File: config.mk
export PLATFORM = sky130hd
export DESIGN_NAME = mtx_frame_tx
export DESIGN_NICKNAME = d
export VERILOG_FILES = /design/src/rtl/mtx_pkg.sv /design/src/rtl/mtx_half_timer.sv /design/src/rtl/mtx_crc_serial.sv /design/src/rtl/mtx_byte_hold.sv /design/src/rtl/mtx_frame_tx.sv
export SDC_FILE = /design/constraint.sdc
export NUM_CORES = 1
export LEC_CHECK = 0
export BUFFER_PORTS_ARGS = -buffer_cell sky130_fd_sc_hd__buf_2
export CAP_MARGIN = 25
export CORE_UTILIZATION = 42
export CTS_BUF_LIST = sky130_fd_sc_hd__clkbuf_16
export DETAILED_ROUTE_END_ITERATION = 7
export GPL_TIMING_DRIVEN = 0
export PLACE_DENSITY = 0.61
export SLEW_MARGIN = 30
export SYNTH_ARGS = -nofsm -noshare
export SYNTH_HDL_FRONTEND = slang
export SYNTH_HIERARCHICAL = 1
export SYNTH_SLANG_ARGS = --single-unit
File: constraint.sdc
create_clock -name clk -period 2.96 [get_ports clk]
set_clock_uncertainty 0.15 [all_clocks]
set_input_delay 0.296 -clock clk [delete_from_list [all_inputs] [get_ports clk]]
set_output_delay 0.296 -clock clk [all_outputs]
set_load 0.05 [all_outputs]
File: src/rtl/mtx_pkg.sv
package mtx_pkg;

   localparam int OCT_W = 8;

   typedef enum logic [1:0] {
      SYM_ZERO = 2'b00,
      SYM_ONE  = 2'b01,
      SYM_HIGH = 2'b10,
      SYM_LOW  = 2'b11
   } sym_t;

   typedef enum logic [2:0] {
      ST_IDLE,
      ST_PRE,
      ST_SD,
      ST_DATA,
      ST_FCS,
      ST_ED
   } phase_t;

   // two bits per symbol, first symbol in the top pair
   localparam logic [15:0] OPEN_MARK  = 16'b01_10_11_01_00_11_10_00;
   localparam logic [15:0] CLOSE_MARK = 16'b01_10_11_10_11_01_00_01;

   function automatic sym_t mark_sym(input logic [15:0] pat, input logic [2:0] idx);
      logic [15:0] s;
      s = pat << {idx, 1'b0};
      return sym_t'(s[15:14]);
   endfunction

   function automatic logic sym_level(input sym_t s, input logic late);
      case (s)
         SYM_ZERO: return late;
         SYM_ONE:  return ~late;
         SYM_HIGH: return 1'b1;
         default:  return 1'b0;
      endcase
   endfunction

endpackage

File: src/rtl/mtx_half_timer.sv
module mtx_half_timer #(
   parameter int HALF_TICKS = 8
) (
   input  logic clk,
   input  logic rst_n,
   input  logic tick,
   input  logic restart,
   output logic late_half,
   output logic sym_end
);
   localparam int SYM_TICKS = 2 * HALF_TICKS;
   localparam int CNT_W     = (SYM_TICKS > 1) ? $clog2(SYM_TICKS) : 1;
   localparam logic [CNT_W-1:0] LAST = CNT_W'(SYM_TICKS - 1);
   localparam logic [CNT_W-1:0] MID  = CNT_W'(HALF_TICKS);

   generate
      if (HALF_TICKS < 1) begin : g_bad_half
         $error("HALF_TICKS must be at least 1");
      end
   endgenerate

   logic [CNT_W-1:0] tcnt_q;
   logic [CNT_W-1:0] tcnt_inc;

   generate
      if ((SYM_TICKS & (SYM_TICKS - 1)) == 0) begin : g_wrap_pow2
         assign tcnt_inc = tcnt_q + 1'b1;
      end else begin : g_wrap_cmp
         assign tcnt_inc = (tcnt_q == LAST) ? '0 : tcnt_q + 1'b1;
      end
   endgenerate

   always_ff @(posedge clk or negedge rst_n) begin
      if (!rst_n)       tcnt_q <= '0;
      else if (restart) tcnt_q <= '0;
      else if (tick)    tcnt_q <= tcnt_inc;
   end

   assign late_half = (tcnt_q >= MID);
   assign sym_end   = tick && !restart && (tcnt_q == LAST);

   p_hold_without_tick_r11: assert property (@(posedge clk) disable iff (!rst_n)
      (!tick && !restart) |=> $stable(tcnt_q));
   p_symbol_wraps_r4: assert property (@(posedge clk) disable iff (!rst_n)
      sym_end |=> (tcnt_q == '0) && !late_half);

endmodule

File: src/rtl/mtx_crc_serial.sv
module mtx_crc_serial #(
   parameter int              CRC_W      = 16,
   parameter logic [CRC_W-1:0] CRC_POLY   = 16'h1021,
   parameter logic [CRC_W-1:0] CRC_PRESET = '1
) (
   input  logic clk,
   input  logic rst_n,
   input  logic init,
   input  logic absorb,
   input  logic din,
   input  logic drain,
   output logic msb
);
   generate
      if (CRC_W < 2) begin : g_bad_width
         $error("CRC_W must be at least 2");
      end
   endgenerate

   logic [CRC_W-1:0] crc_q;
   logic             fb;

   assign fb = crc_q[CRC_W-1] ^ din;

   always_ff @(posedge clk or negedge rst_n) begin
      if (!rst_n)      crc_q <= CRC_PRESET;
      else if (init)   crc_q <= CRC_PRESET;
      else if (absorb) crc_q <= {crc_q[CRC_W-2:0], 1'b0} ^ (fb ? CRC_POLY : '0);
      else if (drain)  crc_q <= {crc_q[CRC_W-2:0], 1'b0};
   end

   assign msb = crc_q[CRC_W-1];

   p_preset_on_init_r9: assert property (@(posedge clk) disable iff (!rst_n)
      init |=> (crc_q == CRC_PRESET));
   p_no_mix_r9: assert property (@(posedge clk) disable iff (!rst_n)
      !(absorb && drain));

endmodule

File: src/rtl/mtx_byte_hold.sv
module mtx_byte_hold #(
   parameter int DATA_W = 8
) (
   input  logic              clk,
   input  logic              rst_n,
   input  logic              wr,
   input  logic [DATA_W-1:0] wr_data,
   input  logic              take,
   output logic [DATA_W-1:0] data,
   output logic              empty
);
   generate
      if (DATA_W < 1) begin : g_bad_w
         $error("DATA_W must be positive");
      end
   endgenerate

   always_ff @(posedge clk or negedge rst_n) begin
      if (!rst_n) begin
         data  <= '0;
         empty <= 1'b1;
      end else begin
         if (wr)        data <= wr_data;
         if (wr)        empty <= 1'b0;
         else if (take) empty <= 1'b1;
      end
   end

   p_write_fills_r2: assert property (@(posedge clk) disable iff (!rst_n)
      wr |=> !empty);
   p_take_frees_r7: assert property (@(posedge clk) disable iff (!rst_n)
      (take && !wr) |=> empty);
   p_hold_stable_r2: assert property (@(posedge clk) disable iff (!rst_n)
      !wr |=> $stable(data));

endmodule

File: src/rtl/mtx_frame_tx.sv
module mtx_frame_tx
   import mtx_pkg::*;
#(
   parameter int               HALF_TICKS     = 8,
   parameter int               PRE_SEL_W      = 2,
   parameter int               CRC_W          = 16,
   parameter logic [CRC_W-1:0] CRC_POLY       = 16'h1021,
   parameter logic [CRC_W-1:0] CRC_PRESET     = '1,
   parameter logic [7:0]       PREAMBLE_OCTET = 8'h55
) (
   input  logic                 clk,
   input  logic                 rst_n,
   input  logic                 base_tick,
   input  logic                 send_enable,
   input  logic                 crc_append,
   input  logic [PRE_SEL_W-1:0] preamble_len,
   input  logic                 wr_strobe,
   input  logic [7:0]           wr_data,
   output logic                 buf_empty,
   output logic                 frame_idle,
   output logic                 tx_active,
   output logic                 tx_line
);
   localparam int IDX_W = (CRC_W > OCT_W) ? $clog2(CRC_W) : $clog2(OCT_W);
   localparam logic [IDX_W-1:0] OCT_LAST = IDX_W'(OCT_W - 1);
   localparam logic [IDX_W-1:0] FCS_LAST = IDX_W'(CRC_W - 1);

   generate
      if (PRE_SEL_W < 1) begin : g_bad_pre
         $error("PRE_SEL_W must be positive");
      end
   endgenerate

   phase_t               state_q;
   logic [IDX_W-1:0]     idx_q;
   logic [PRE_SEL_W-1:0] pre_cnt_q;
   logic [PRE_SEL_W-1:0] pre_sel_q;
   logic                 fcs_q;
   logic [OCT_W-1:0]     shreg_q;

   logic [OCT_W-1:0] hold_data;
   logic             hold_empty;
   logic             late_half;
   logic             sym_end;
   logic             crc_msb;
   logic             start_go;
   logic             last_oct;
   logic             last_fcs;
   logic             take;
   logic             crc_init;
   logic             crc_absorb;
   logic             crc_drain;
   logic [2:0]       pre_bit;
   sym_t             cur_sym;

   assign last_oct   = (idx_q == OCT_LAST);
   assign last_fcs   = (idx_q == FCS_LAST);
   assign start_go   = (state_q == ST_IDLE) && send_enable && !hold_empty;
   assign crc_init   = sym_end && (state_q == ST_SD) && last_oct;
   assign take       = crc_init ||
                       (sym_end && (state_q == ST_DATA) && last_oct && !hold_empty);
   assign crc_absorb = sym_end && (state_q == ST_DATA);
   assign crc_drain  = sym_end && (state_q == ST_FCS);

   mtx_byte_hold #(.DATA_W(OCT_W)) hold_i (
      .clk     (clk),
      .rst_n   (rst_n),
      .wr      (wr_strobe),
      .wr_data (wr_data),
      .take    (take),
      .data    (hold_data),
      .empty   (hold_empty)
   );

   mtx_half_timer #(.HALF_TICKS(HALF_TICKS)) timer_i (
      .clk       (clk),
      .rst_n     (rst_n),
      .tick      (base_tick),
      .restart   (start_go),
      .late_half (late_half),
      .sym_end   (sym_end)
   );

   mtx_crc_serial #(
      .CRC_W      (CRC_W),
      .CRC_POLY   (CRC_POLY),
      .CRC_PRESET (CRC_PRESET)
   ) crc_i (
      .clk    (clk),
      .rst_n  (rst_n),
      .init   (crc_init),
      .absorb (crc_absorb),
      .din    (shreg_q[OCT_W-1]),
      .drain  (crc_drain),
      .msb    (crc_msb)
   );

   always_ff @(posedge clk or negedge rst_n) begin
      if (!rst_n) begin
         state_q   <= ST_IDLE;
         idx_q     <= '0;
         pre_cnt_q <= '0;
         pre_sel_q <= '0;
         fcs_q     <= 1'b0;
         shreg_q   <= '0;
      end else if (start_go) begin
         state_q   <= ST_PRE;
         idx_q     <= '0;
         pre_cnt_q <= '0;
         pre_sel_q <= preamble_len;
         fcs_q     <= crc_append;
      end else if (sym_end) begin
         case (state_q)
            ST_PRE: begin
               if (last_oct) begin
                  idx_q <= '0;
                  if (pre_cnt_q == pre_sel_q) state_q <= ST_SD;
                  else                        pre_cnt_q <= pre_cnt_q + 1'b1;
               end else begin
                  idx_q <= idx_q + 1'b1;
               end
            end
            ST_SD: begin
               if (last_oct) begin
                  idx_q   <= '0;
                  state_q <= ST_DATA;
                  shreg_q <= hold_data;
               end else begin
                  idx_q <= idx_q + 1'b1;
               end
            end
            ST_DATA: begin
               if (last_oct) begin
                  idx_q <= '0;
                  if (!hold_empty) shreg_q <= hold_data;
                  else             state_q <= fcs_q ? ST_FCS : ST_ED;
               end else begin
                  idx_q   <= idx_q + 1'b1;
                  shreg_q <= {shreg_q[OCT_W-2:0], 1'b0};
               end
            end
            ST_FCS: begin
               if (last_fcs) begin
                  idx_q   <= '0;
                  state_q <= ST_ED;
               end else begin
                  idx_q <= idx_q + 1'b1;
               end
            end
            ST_ED: begin
               if (last_oct) begin
                  idx_q   <= '0;
                  state_q <= ST_IDLE;
               end else begin
                  idx_q <= idx_q + 1'b1;
               end
            end
            default: begin
               idx_q   <= '0;
               state_q <= ST_IDLE;
            end
         endcase
      end
   end

   assign pre_bit = 3'd7 - idx_q[2:0];

   always_comb begin
      case (state_q)
         ST_PRE:  cur_sym = PREAMBLE_OCTET[pre_bit] ? SYM_ONE : SYM_ZERO;
         ST_SD:   cur_sym = mark_sym(OPEN_MARK, idx_q[2:0]);
         ST_DATA: cur_sym = shreg_q[OCT_W-1] ? SYM_ONE : SYM_ZERO;
         ST_FCS:  cur_sym = crc_msb ? SYM_ZERO : SYM_ONE;
         ST_ED:   cur_sym = mark_sym(CLOSE_MARK, idx_q[2:0]);
         default: cur_sym = SYM_LOW;
      endcase
   end

   assign buf_empty  = hold_empty;
   assign frame_idle = (state_q == ST_IDLE);
   assign tx_active  = (state_q != ST_IDLE);
   assign tx_line    = tx_active && sym_level(cur_sym, late_half);

   p_start_gated_r3: assert property (@(posedge clk) disable iff (!rst_n)
      ((state_q == ST_IDLE) && !send_enable) |=> frame_idle);
   p_preamble_bound_r5: assert property (@(posedge clk) disable iff (!rst_n)
      (state_q == ST_PRE) |-> (pre_cnt_q <= pre_sel_q));
   p_ends_when_empty_r8: assert property (@(posedge clk) disable iff (!rst_n)
      ((state_q == ST_DATA) && sym_end && last_oct && hold_empty) |=> (state_q != ST_DATA));
   p_fcs_skipped_r9: assert property (@(posedge clk) disable iff (!rst_n)
      ((state_q == ST_DATA) && sym_end && last_oct && hold_empty && !fcs_q) |=> (state_q == ST_ED));
   p_close_to_idle_r4: assert property (@(posedge clk) disable iff (!rst_n)
      ((state_q == ST_ED) && sym_end && last_oct) |=> (frame_idle && !tx_line));
   p_settings_held_r12: assert property (@(posedge clk) disable iff (!rst_n)
      ((state_q != ST_IDLE) && !start_go) |=> ($stable(pre_sel_q) && $stable(fcs_q)));

endmodule

======== Word-level counts from Yosys, hierarchy flattened ========
Memories as Yosys holds them, arrays and structs flattened.
Index checks and enable logic that the tools add are counted.
cells by class
  add/sub/neg operators ................... 4
  order comparisons ....................... 2
  eq/ne operators ......................... 21
  shift-type cells ........................ 2
  multiplexer cells ....................... 39
  bitwise gates (word level) .............. 4
  reductions and logical operators ........ 28
operators with widths
  cell                                                 count
  2-to-1 mux 16 bit                                    3
  << shifter 15 x 4 -> 16 bit, first input constant    2
  2-to-1 mux 3 bit                                     9
  2-to-1 mux 4 bit                                     6
  2-to-1 mux 8 bit                                     3
  != test 3 x 2 -> 1 bit, second input constant        6
  one-hot mux 8 bit (2 select lines)                   1
  XOR 16 bit                                           1
  one-hot mux 3 bit (5 select lines)                   1
  2-to-1 mux 13 bit                                    1
  nonzero test 2 bit                                   6
  logical AND 1 bit                                    11
  2-to-1 mux 2 bit                                     5
  one-hot mux 2 bit (5 select lines)                   1
  adder 4 x 1 -> 4 bit, second input constant          2
  equality test 4 bit, second input constant           2
  one-hot mux 4 bit (2 select lines)                   1
  AND reduction 8 bit                                  1
  2-to-1 mux 1 bit                                     7
  equality test 3 x 2 -> 1 bit, second input constant  2
  equality test 3 bit, second input constant           2
  nonzero test 3 bit                                   2
  AND reduction 5 bit                                  1
  equality test 4 x 3 -> 1 bit, second input constant  1
  other kinds (21)                                     23
storage, ports and cells
  register bits after elaboration ......... 49
  memory bits (read-only) ................. 8
  input bits .............................. 16
  output and inout port bits .............. 4
  word-level logic and storage cells ...... 111
  memories kept ........................... 1
memories
  name              words  bits a word  read ports  clocked after Yosys merged registers in  wr ports  line                 text
  (name not given)  8      1            1           0                                        0         mtx_frame_tx.sv:170  ST_PRE: cur_sym = PREAMBLE_OCTET[pre_bit] ? SYM_ONE : SYM_ZERO;

======== Logic depth before layout (Yosys ltp) ========
Gate-level depths: netlist of the first run.
  depth after elaboration ................. 12
  depth in mapped cells ................... 15
  depth with buffers taken out ............ 11

======== By module ========
Netlist of the first run, hierarchy kept.
modules (own cells, without submodules)
  module          instances  cells each  area an instance (um^2)  sequential area each (um^2)
  mtx_frame_tx    1          140         1,333.8                  500.5
  mtx_crc_serial  1          77          834.6                    420.4
  mtx_byte_hold   1          19          367.9                    226.5
  mtx_half_timer  1          22          254.0                    100.1

======== Worst setup path after synthesis of the first run ========
OpenSTA, ideal clock, no wires.
  path kind ............................... register -> register
  start ................................... reg state_q[2]
  end ..................................... reg crc_i.crc_q[1]
  library setup time ...................... 0.078 ns
  arrival ................................. 3.009 ns
  required time ........................... 2.732 ns
  slack ................................... -0.277 ns
  stages on the path, launching flop included .. 14
  buffers on the path ..................... 5
  period minus slack after synthesis ...... 3.237 ns
  path through ............................ dfrtp_1 > buf_6 > or3_4 > nor3b_2 > buf_4 > and2b_1 > and4_2 > clkbuf_1 > and3_1 > or3_1 > buf_6 > buf_12 > nor2_2 > a21oi_2
between the ends
  elaborated cells on any way between the ends .. 16
  classes of those cells .................. eq/ne: 3; mux: 2; reduce/logical: 11
RTL lines
  element                         line                  text
  from (decl)                     mtx_frame_tx.sv:34    phase_t state_q;
  from (signal assigned)          mtx_frame_tx.sv:136   else state_q <= fcs_q ? ST_FCS : ST_ED;
  logical NOT 3 bit               mtx_frame_tx.sv:58    assign start_go = (state_q == ST_IDLE) && send_enable && !hold_empty;
  logical AND 1 bit (2 in a row)  mtx_frame_tx.sv:58
  via start_go                    mtx_frame_tx.sv:46    logic start_go;
  logical NOT 1 bit               mtx_half_timer.sv:40  assign sym_end = tick && !restart && (tcnt_q == LAST);
  logical AND 1 bit (2 in a row)  mtx_half_timer.sv:40
  via sym_end                     mtx_frame_tx.sv:44    logic sym_end;
  logical AND 1 bit               mtx_frame_tx.sv:63    assign crc_drain = sym_end && (state_q == ST_FCS);
  via crc_drain                   mtx_frame_tx.sv:52    logic crc_drain;
  nonzero test 3 bit (no line)    --
  to (signal assigned)            mtx_crc_serial.sv:28  else if (absorb) crc_q <= {crc_q[CRC_W-2:0], 1'b0} ^ (fb ? CRC_POLY : '0);
  to (signal assigned)            mtx_crc_serial.sv:29  else if (drain) crc_q <= {crc_q[CRC_W-2:0], 1'b0};
  to (decl)                       mtx_crc_serial.sv:20  logic [CRC_W-1:0] crc_q;
The timed path passes the listed nets, and every way through them passes these cells.
A chain may end at the register's enable or synchronous reset.

======== Final worst setup path of the first run ========
  start ................................... reg state_q[2]
  end ..................................... reg crc_i.crc_q[4]
The elaborated chain is that of the path after synthesis.

==> flow_summary.toml, run 1 <==
[job]
drv_cap = 0

[route]
firstDrtPassIters = 4
drt_iter0_markers = 66
viasPerCell = 5.28
routedWlPerCell_um = 14.7
drt_wl_total_um = 5540
drcViolationCount = 0
postRouteAntennaNets = 0
vias = 1997

[die]
die_y_um = 83.5
dieArea_um2 = 6970
core-area_um2 = 6390
rows = 29
die_width_um = 83.5
initial_utilization_pct = 43.7
ios = 20

[sta]
holdWs_ns = 0.0822
finalHoldViolCount = 0
min_period_ns = 2.90
setup_viol = 0
fmax_mhz = 345
slew_headroom_pct = 58.3
period_share_pct = 98.0
slew_viol_final = 0
tightest_slew_ns = 0.626

[cts]
cts.path.max_buffers = 2
numCtsBuffers = 5
cts_sinks = 49
cts_tree = "yes"
path_clk_slew_ns = 0.07
clockRootBuffer = "clkbuf_16"
clock_latency_ns = 0.29
htree_levels = 2

[pwr]
leakagePower_nw = 1.56
worst_ir_drop_vdd_uv = 383
finalPower_mw = 2.37
p_per_area_nw_per_um2 = 705

[layout]
syn2layout_area_growth_pct = 20.3
mostFrequentLayoutCells = "dfrtp_1, nor2_1, buf_2"
final_common_cell = "dfrtp_1"
utilization_pct = 52.6
final_nets = 322
final_area_um2 = 3360
drive_above_1_share_pct = 43.2
antenna_cells = 0

[synthesis]
synthFlopType = "dfrtp_1"
ys_seq_area_share_pct = 44.7
syn_area_um2 = 2790
synth_edf_count = 0
synth.distinct_cells = 61
synth.avg_cell_area_um2 = 10.8
async_flop_share_pct = 100
yosys_warnings = 6
syn-num-nets = 280
synthCells = 258
synth-seq-cells = 49

[critical_path]
worst-path-buf-inv = 5
critical_path_class = "register to register"
crit_path_max_incr_delay_ns = 0.39
arrival_ns = 2.97
crit_family = "simple AND/OR/NAND/NOR gates"
startpoint_type = "register"
worstSetupEndpointType = "register"
required_ns = 3.03
path_cells = "buf_6, or3_4, nor3b_4, buf_6, and2b_1, and4_4, buf_8, and3_4, or3_1, buf_6, buf_8, a21oi_4"
slowest_stage = "dfrtp_1"
critPathMostFrequentCell = "buf_6"
path_max_fanout = 10

[placement]
numPortBuffers = 17
gp_congestion = 0.799
placed_area_um2 = 2990
hpwlAfterDp_um = 3500

[global_routing]
overflow = 0
grt_max_degree = 50
antenna_found_initial = 0
grt_usage_pct = 17.5
grt_pass1_wl_um = 9690
grt_pass1_vias = 2026

[status]
run_status = "finished, final reports clean"

[min_path]
min_path_type = "primary input to register"
-- worst register-to-register path: cells and delay by family (launching register included) --
family | cells | cell delay, ns
and+or+nand+nor | 6 | 1.45
buffers and inverters | 5 | 0.69
AOI/OAI and AO/OA | 1 | 0.15
DFF | 1 | 0.39
-- cell usage after synthesis (4+ instances only) --
master / n / area [um^2]
nand3b_1: 4 / 30.0
buf_6: 6 / 67.6
mux2i_1: 10 / 100
nand2b_1: 5 / 31.3
nand3_1: 4 / 20.0
xnor2_1: 4 / 35.0
o21ai_0: 11 / 55.1
dfrtp_1: 32 / 801
inv_1: 7 / 26.3
dfstp_2: 17 / 447
mux2_4: 9 / 135
ha_1: 6 / 75.1
buf_2: 4 / 20.0
nor2_1: 32 / 120
nand2_1: 16 / 60.1
nor2_2: 7 / 43.8
a21oi_2: 13 / 114
a21oi_1: 12 / 60.1
mux2_2: 4 / 45.0
-- final cells by class --
cell class | instances | area, um^2
Buffer | 17 | 165
Clock buffer | 5 | 125
Clock inverter | 3 | 43.8
Fill cell | 556 | 3030
Inverter | 7 | 26.3
Multi-Input combinational cell | 185 | 1410
Sequential cell | 49 | 1250
Tap cell | 77 | 96.3
Timing Repair Buffer | 35 | 245
-- kinds of logic (layout without fill, tap and decap cells) --
kind of cell,Yosys count,in the layout,share of synthesized area (%)
simple gates,95,95,20.2
compound gates,53,53,13.1
flops,49,49,44.7
mux,24,24,10.9
buf+inv,24,67,6.28
xor+xnor,7,7,2.20
fa+ha+maj,6,6,2.69
-- timing repair --
action / 4_1_cts / 5_1_grt
hold buffers: 1 / 0
hold endpoints to repair: 32 / 0
setup endpoints to repair: 15 / 16
setup buffers: 9 / 7
resized for setup: 3 / 11
pin swaps: 4 / 5
cloned: 0 / 1
-- final timing paths --
check                           startpoint        endpoint  slack (ns)  depth (start not counted)
worst max register to register  state_q[2]  crc_i/crc_q[4]        0.06                         12
worst min-delay path            wr_data[0]  hold_i/data[0]        0.08                          2
worst max-delay path            state_q[2]  crc_i/crc_q[4]        0.06                         12
min in group asynchronous            rst_n        idx_q[1]        0.40                          2
worst min register to register  shreg_q[4]      shreg_q[4]        0.33                          2
max in group asynchronous            rst_n        idx_q[0]        1.82                          2
-- state kept, by name, indices dropped and copies added, names as in the netlist --
| register | count |
|---|---|
| crc_i/crc_q | 16 |
| hold_i/data | 8 |
| shreg_q | 8 |
| idx_q | 4 |
| timer_i/tcnt_q | 4 |
| state_q | 3 |
| pre_cnt_q | 2 |
| pre_sel_q | 2 |
| fcs_q | 1 |
| hold_i/empty | 1 |
-- where the power goes --
group	switching, mW	internal (mW)	total (mW)
Clock	0.259	0.401	0.659
Combinational	0.314	0.322	0.637
Sequential	0.158	0.911	1.07
-- per-layer routing --
metal	routed length (um)	share of wire [%]	global-route usage [%]	vias to the layer above
li1	-	-	-	984
met1	2740	50	23.8	983
met2	2630	47	28.8	28
met3	135	2.4	3.66	2
met4	34	0.61	4.16	0
met5	0	0	0	-
-- stage by stage --
step / worst slack (ns) / instances / setup TNS, ns
after floorplan: -0.0381 / 258 / -0.335
after global placement: -0.186 / 352 / -2.25
after detailed placement: -0.208 / 352 / -2.48
after CTS: 0.00102 / 370 / 0
after global routing: -0.0142 / 378 / -0.0189
final: 0.0582 / 378 / 0
No activity file was read; power rests on OpenSTA's default activity.
==> inputs of run 2 (changes only) <==
==> constraint.sdc (replaced) <==
create_clock -name clk -period 2.96 [get_ports clk]
set_clock_uncertainty 0.15 [all_clocks]
set_input_delay 0.444 -clock clk [delete_from_list [all_inputs] [get_ports clk]]
set_output_delay 0.444 -clock clk [all_outputs]
set_load 0.05 [all_outputs]
==> flow_summary.toml, run 2 (same netlist as run 1, synthesis figures left out) <==
[cts]
cts.path.max_buffers = 2
path_clk_slew_ns = 0.07
clock_latency_ns = 0.29
htree_levels = 2
cts_sinks = 49
cts-hold-fix-buffers = 0
cts_tree = "yes"
numCtsBuffers = 5
clockRootBuffer = "clkbuf_16"

[critical_path]
worstSetupEndpointType = "register"
startpoint = "state_q[2]"
path_max_fanout = 7
path_cells = "buf_6, or3_4, nor3b_4, buf_6, and2b_1, and4_4, buf_8, and3_4, or3_1, buf_6, buf_12, nor2_4, a21oi_4"
crit_path_max_incr_delay_ns = 0.40
worst-path-buf-inv = 5
critical_path_class = "register to register"
required_ns = 3.02
critPathMostFrequentCell = "buf_6"
arrival_ns = 2.97
rr_startpoint = "state_q[2]"
slowest_stage = "dfrtp_1"
crit_family = "simple AND/OR/NAND/NOR gates"
startpoint_type = "register"

[pwr]
leakagePower_nw = 1.60
clkPwrFrac_pct = 27.7
power_frac_seq_pct = 44.8
p_per_area_nw_per_um2 = 694
netSwitchingFraction_pct = 31.1
pwr-share-comb_pct = 27.5
p_int_mw = 1.65
worst_ir_drop_vdd_uv = 383
p_switching_uw = 743

[route]
firstDrtPassIters = 5
vias = 2015
routedWlPerCell_um = 14.7
drcViolationCount = 0
drt_iter0_markers = 57
postRouteAntennaNets = 0
drt_wl_total_um = 5660
viasPerCell = 5.22

[layout]
antenna_cells = 0
mostFrequentLayoutCells = "dfrtp_1, nor2_1, buf_4"
final_area_um2 = 3450
final_common_cell = "dfrtp_1"
largest_register = "crc_i/crc_q"
syn2layout_area_growth_pct = 23.5
instances_no_fill = 386
drive_above_1_share_pct = 46.0
final_nets = 330
largest_reg_flops = 16
top_regs = "crc_i/crc_q x16, hold_i/data x8, shreg_q x8"

[sta]
tightest_slew_ns = 0.622
setup_viol = 0
period_share_pct = 98.0
setup_ws_ns = 0.0584
finalHoldViolCount = 0
holdWs_ns = 0.00382
slew_viol_final = 0
fmax_mhz = 345
slew_headroom_pct = 58.5
min_period_ns = 2.90

[global_routing]
overflow = 0
antenna_found_initial = 0
grt_usage_pct = 17.6
grt_max_degree = 50
grt_pass1_wl_um = 9780
grt_pass1_vias = 2043

[placement]
hpwlAfterDp_um = 3500
dp_cells = 352
numPortBuffers = 17
pre_cts_ws_ns = -0.208
gp_congestion = 0.799
placed_area_um2 = 2990

[job]
drv_cap = 0

[die]
die_width_um = 83.5
core-area_um2 = 6390
initial_utilization_pct = 43.7
rows = 29
dieArea_um2 = 6970
ios = 20
die_y_um = 83.5

[status]
run_status = "finished, final reports clean"

[min_path]
min_path_type = "primary input to async pin"
[run 2: cell types whose count changed in the layout (fill, tap and decap cells not counted)]
cell           before  now
dlygate4sd3_1       1    0
a21oi_1            12   11
buf_6               7    9
ha_1                6    5
ha_4                0    1
nand2_2             1    2
nand2_1            15   14
buf_2              20   18
buf_4              19   28
a21oi_2            12   13
[run 2: layer usage]
layer / up-vias / part of all wire (%) / wire length, um / global-route usage (%)
li1: 998 / - / - / -
met1: 980 / 48 / 2730 / 23.9
met2: 33 / 48 / 2700 / 29.1
met3: 4 / 3.0 / 172 / 3.66
met4: 0 / 0.90 / 51 / 4.16
met5: - / 0 / 0 / 0
[run 2: worst paths after layout]
kind                                  end  slack [ns]  depth (start not counted)
max in group asynchronous        idx_q[0]        2.22                          1
min in group clk           hold_i/data[0]        0.23                          2
hold reg to reg                shreg_q[4]        0.33                          2
setup / recovery           crc_i/crc_q[4]        0.06                         13
setup reg to reg           crc_i/crc_q[4]        0.06                         13
hold / removal                   idx_q[1]       0.004                          1
[run 2: layout make-up]
type | count | area (um^2)
repair buffers | 43 | 307
fillers | 553 | 2940
clock buffers | 5 | 125
plain buffers | 17 | 174
well taps | 77 | 96.3
flip-flops and latches | 49 | 1250
multi-input cells | 185 | 1430
clock inverters | 3 | 43.8
inverters | 7 | 26.3
[run 2: worst reg2reg max path, cell delays in order (launching register included)]
cell and delay (ns):
dfrtp_1 0.40, buf_6 0.12, or3_4 0.36, nor3b_4 0.21, buf_6 0.12, and2b_1 0.18, and4_4 0.20, buf_8 0.13
and3_4 0.16, or3_1 0.35, buf_6 0.15, buf_12 0.14, nor2_4 0.12, a21oi_4 0.04
[run 2: power by group through the flow]
stage	logic (mW)	clock network, mW	registers (mW)
finish	0.658	0.661	1.07
global route	0.743	0.703	1.10
CTS	0.621	0.676	1.06
detailed placement	0.595	0	1.07
global placement	0.575	0	1.07
floorplan	0.499	0	1.03
[run 2: through the flow]
step,total power [mW],util (%),setup TNS (ns)
after detailed placement,1.67,46.8,-2.48
after global placement,1.64,46.8,-2.25
final,2.39,54.0,0
after global routing,2.55,54.0,-0.135
after CTS,2.36,51.0,0
after floorplan,1.53,-,-0.335
[run 2: repair_timing]
item / 4_1_cts / 5_1_grt
pin swaps: 4 / 7
gates resized for setup: 7 / 14
setup buffers: 10 / 15
cloned: 0 / 1
endpoints found under the setup margin: 16 / 16
==> inputs of run 3 (changes only) <==
CORE_ASPECT_RATIO = 0.9   (was not set)
PLACE_DENSITY = not set   (was 0.61)
==> flow_summary.toml, run 3 (same netlist as run 1, synthesis figures left out) <==
[global_routing]
grt_pass1_wl_um = 9280
overflow = 0
grt_usage_pct = 17.3
antenna_found_initial = 0
grt_max_degree = 50
grt_pass1_vias = 1966

[die]
die_y_um = 79.3
dieArea_um2 = 6970
die_width_um = 87.9
core-area_um2 = 6250
initial_utilization_pct = 44.6
rows = 27
ios = 20

[route]
routedWlPerCell_um = 14.6
drt_iter0_markers = 95
viasPerCell = 5.20
drcViolationCount = 0
vias = 2021
firstDrtPassIters = 4
postRouteAntennaNets = 0
drt_wl_total_um = 5660

[job]
drv_cap = 0

[status]
run_status = "finished, final reports clean"

[critical_path]
path_max_fanout = 8
startpoint_type = "register"
arrival_ns = 2.97
worstSetupEndpointType = "register"
critical_path_class = "register to register"
required_ns = 3.03

[pwr]
finalPower_mw = 2.37
p_per_area_nw_per_um2 = 683
leakagePower_nw = 1.59
worst_ir_drop_vdd_uv = 360

[layout]
drive_above_1_share_pct = 46.0
syn2layout_area_growth_pct = 24.3
mostFrequentLayoutCells = "dfrtp_1, nor2_1, buf_4"
final_area_um2 = 3470
largest_reg_flops = 16
utilization_pct = 55.5
instances_no_fill = 389
top_regs = "crc_i/crc_q x16, hold_i/data x8, shreg_q x8"
largest_register = "crc_i/crc_q"
final_common_cell = "dfrtp_1"
final_nets = 323
antenna_cells = 0

[min_path]
min_path_type = "primary input to async pin"

[cts]
cts.path.max_buffers = 2
cts-hold-fix-buffers = 0
clockRootBuffer = "clkbuf_16"
htree_levels = 2
path_clk_slew_ns = 0.07
cts_sinks = 49
numCtsBuffers = 5
cts_tree = "yes"
clock_latency_ns = 0.29

[sta]
period_share_pct = 97.9
setup_viol = 0
setup_tns_ns = 0
slew_viol_final = 0
slew_headroom_pct = 58.2
setup_ws_ns = 0.0619
holdWs_ns = 0.0261
tightest_slew_ns = 0.626
fmax_mhz = 345
min_period_ns = 2.90
finalHoldViolCount = 0

[placement]
hpwlAfterDp_um = 3680
pre_cts_ws_ns = -0.238
dp_cells = 362
gp_congestion = 0.793
numPortBuffers = 17
placed_area_um2 = 3000
==> run 3: repair_timing <==
item | in CTS | in global routing
pin swaps | 7 | 10
resized for setup | 17 | 22
cloned | 1 | 1
setup buffers | 13 | 5
setup endpoints to repair | 15 | 16
==> run 3: path summary, 6_finish.rpt <==
check / startpoint / end / slack, ns / depth (start not counted)
worst max-delay path: state_q[1] / crc_i/crc_q[1] / 0.06 / 13
worst min-delay path: rst_n / idx_q[0] / 0.03 / 1
worst max register to register: state_q[1] / crc_i/crc_q[1] / 0.06 / 13
worst min register to register: shreg_q[4] / shreg_q[4] / 0.33 / 2
max in group asynchronous: rst_n / idx_q[2] / 2.20 / 1
min in group clk: wr_data[3] / hold_i/data[3] / 0.24 / 2
==> run 3: layout make-up <==
class / instances / area (um^2)
Fill cell: 546 / 2780
Multi-Input combinational cell: 185 / 1480
Sequential cell: 49 / 1250
Timing Repair Buffer: 37 / 285
Buffer: 16 / 170
Clock buffer: 5 / 125
Tap cell: 87 / 109
Inverter: 7 / 26.3
Clock inverter: 3 / 20.0
==> run 3: report_power, final <==
part           leakage (nW)  switching, mW  internal, mW
Combinational         0.942          0.334         0.382
Clock                0.0679          0.249         0.313
Sequential            0.578          0.176         0.913
==> run 3: worst max-delay path, cell delays in order, from the launching register on <==
cell,delay [ns]
dfrtp_1,0.42
or3_4,0.43
nor3b_4,0.22
buf_6,0.13
and2b_1,0.18
and4_4,0.20
nand2_4,0.07
nor2_4,0.04
nand2_4,0.08
nor2_4,0.05
or3_1,0.39
buf_6,0.17
clkbuf_16,0.17
a21oi_2,0.13
==> run 3: metal layers <==
| layer | global-route usage, % | share of wire [%] | vias up |
|---|---|---|---|
| li1 | - | - | 990 |
| met1 | 24.9 | 52 | 1004 |
| met2 | 25.8 | 45 | 23 |
| met3 | 4.16 | 2.4 | 4 |
| met4 | 4.59 | 0.67 | 0 |
| met5 | 0 | 0 | - |
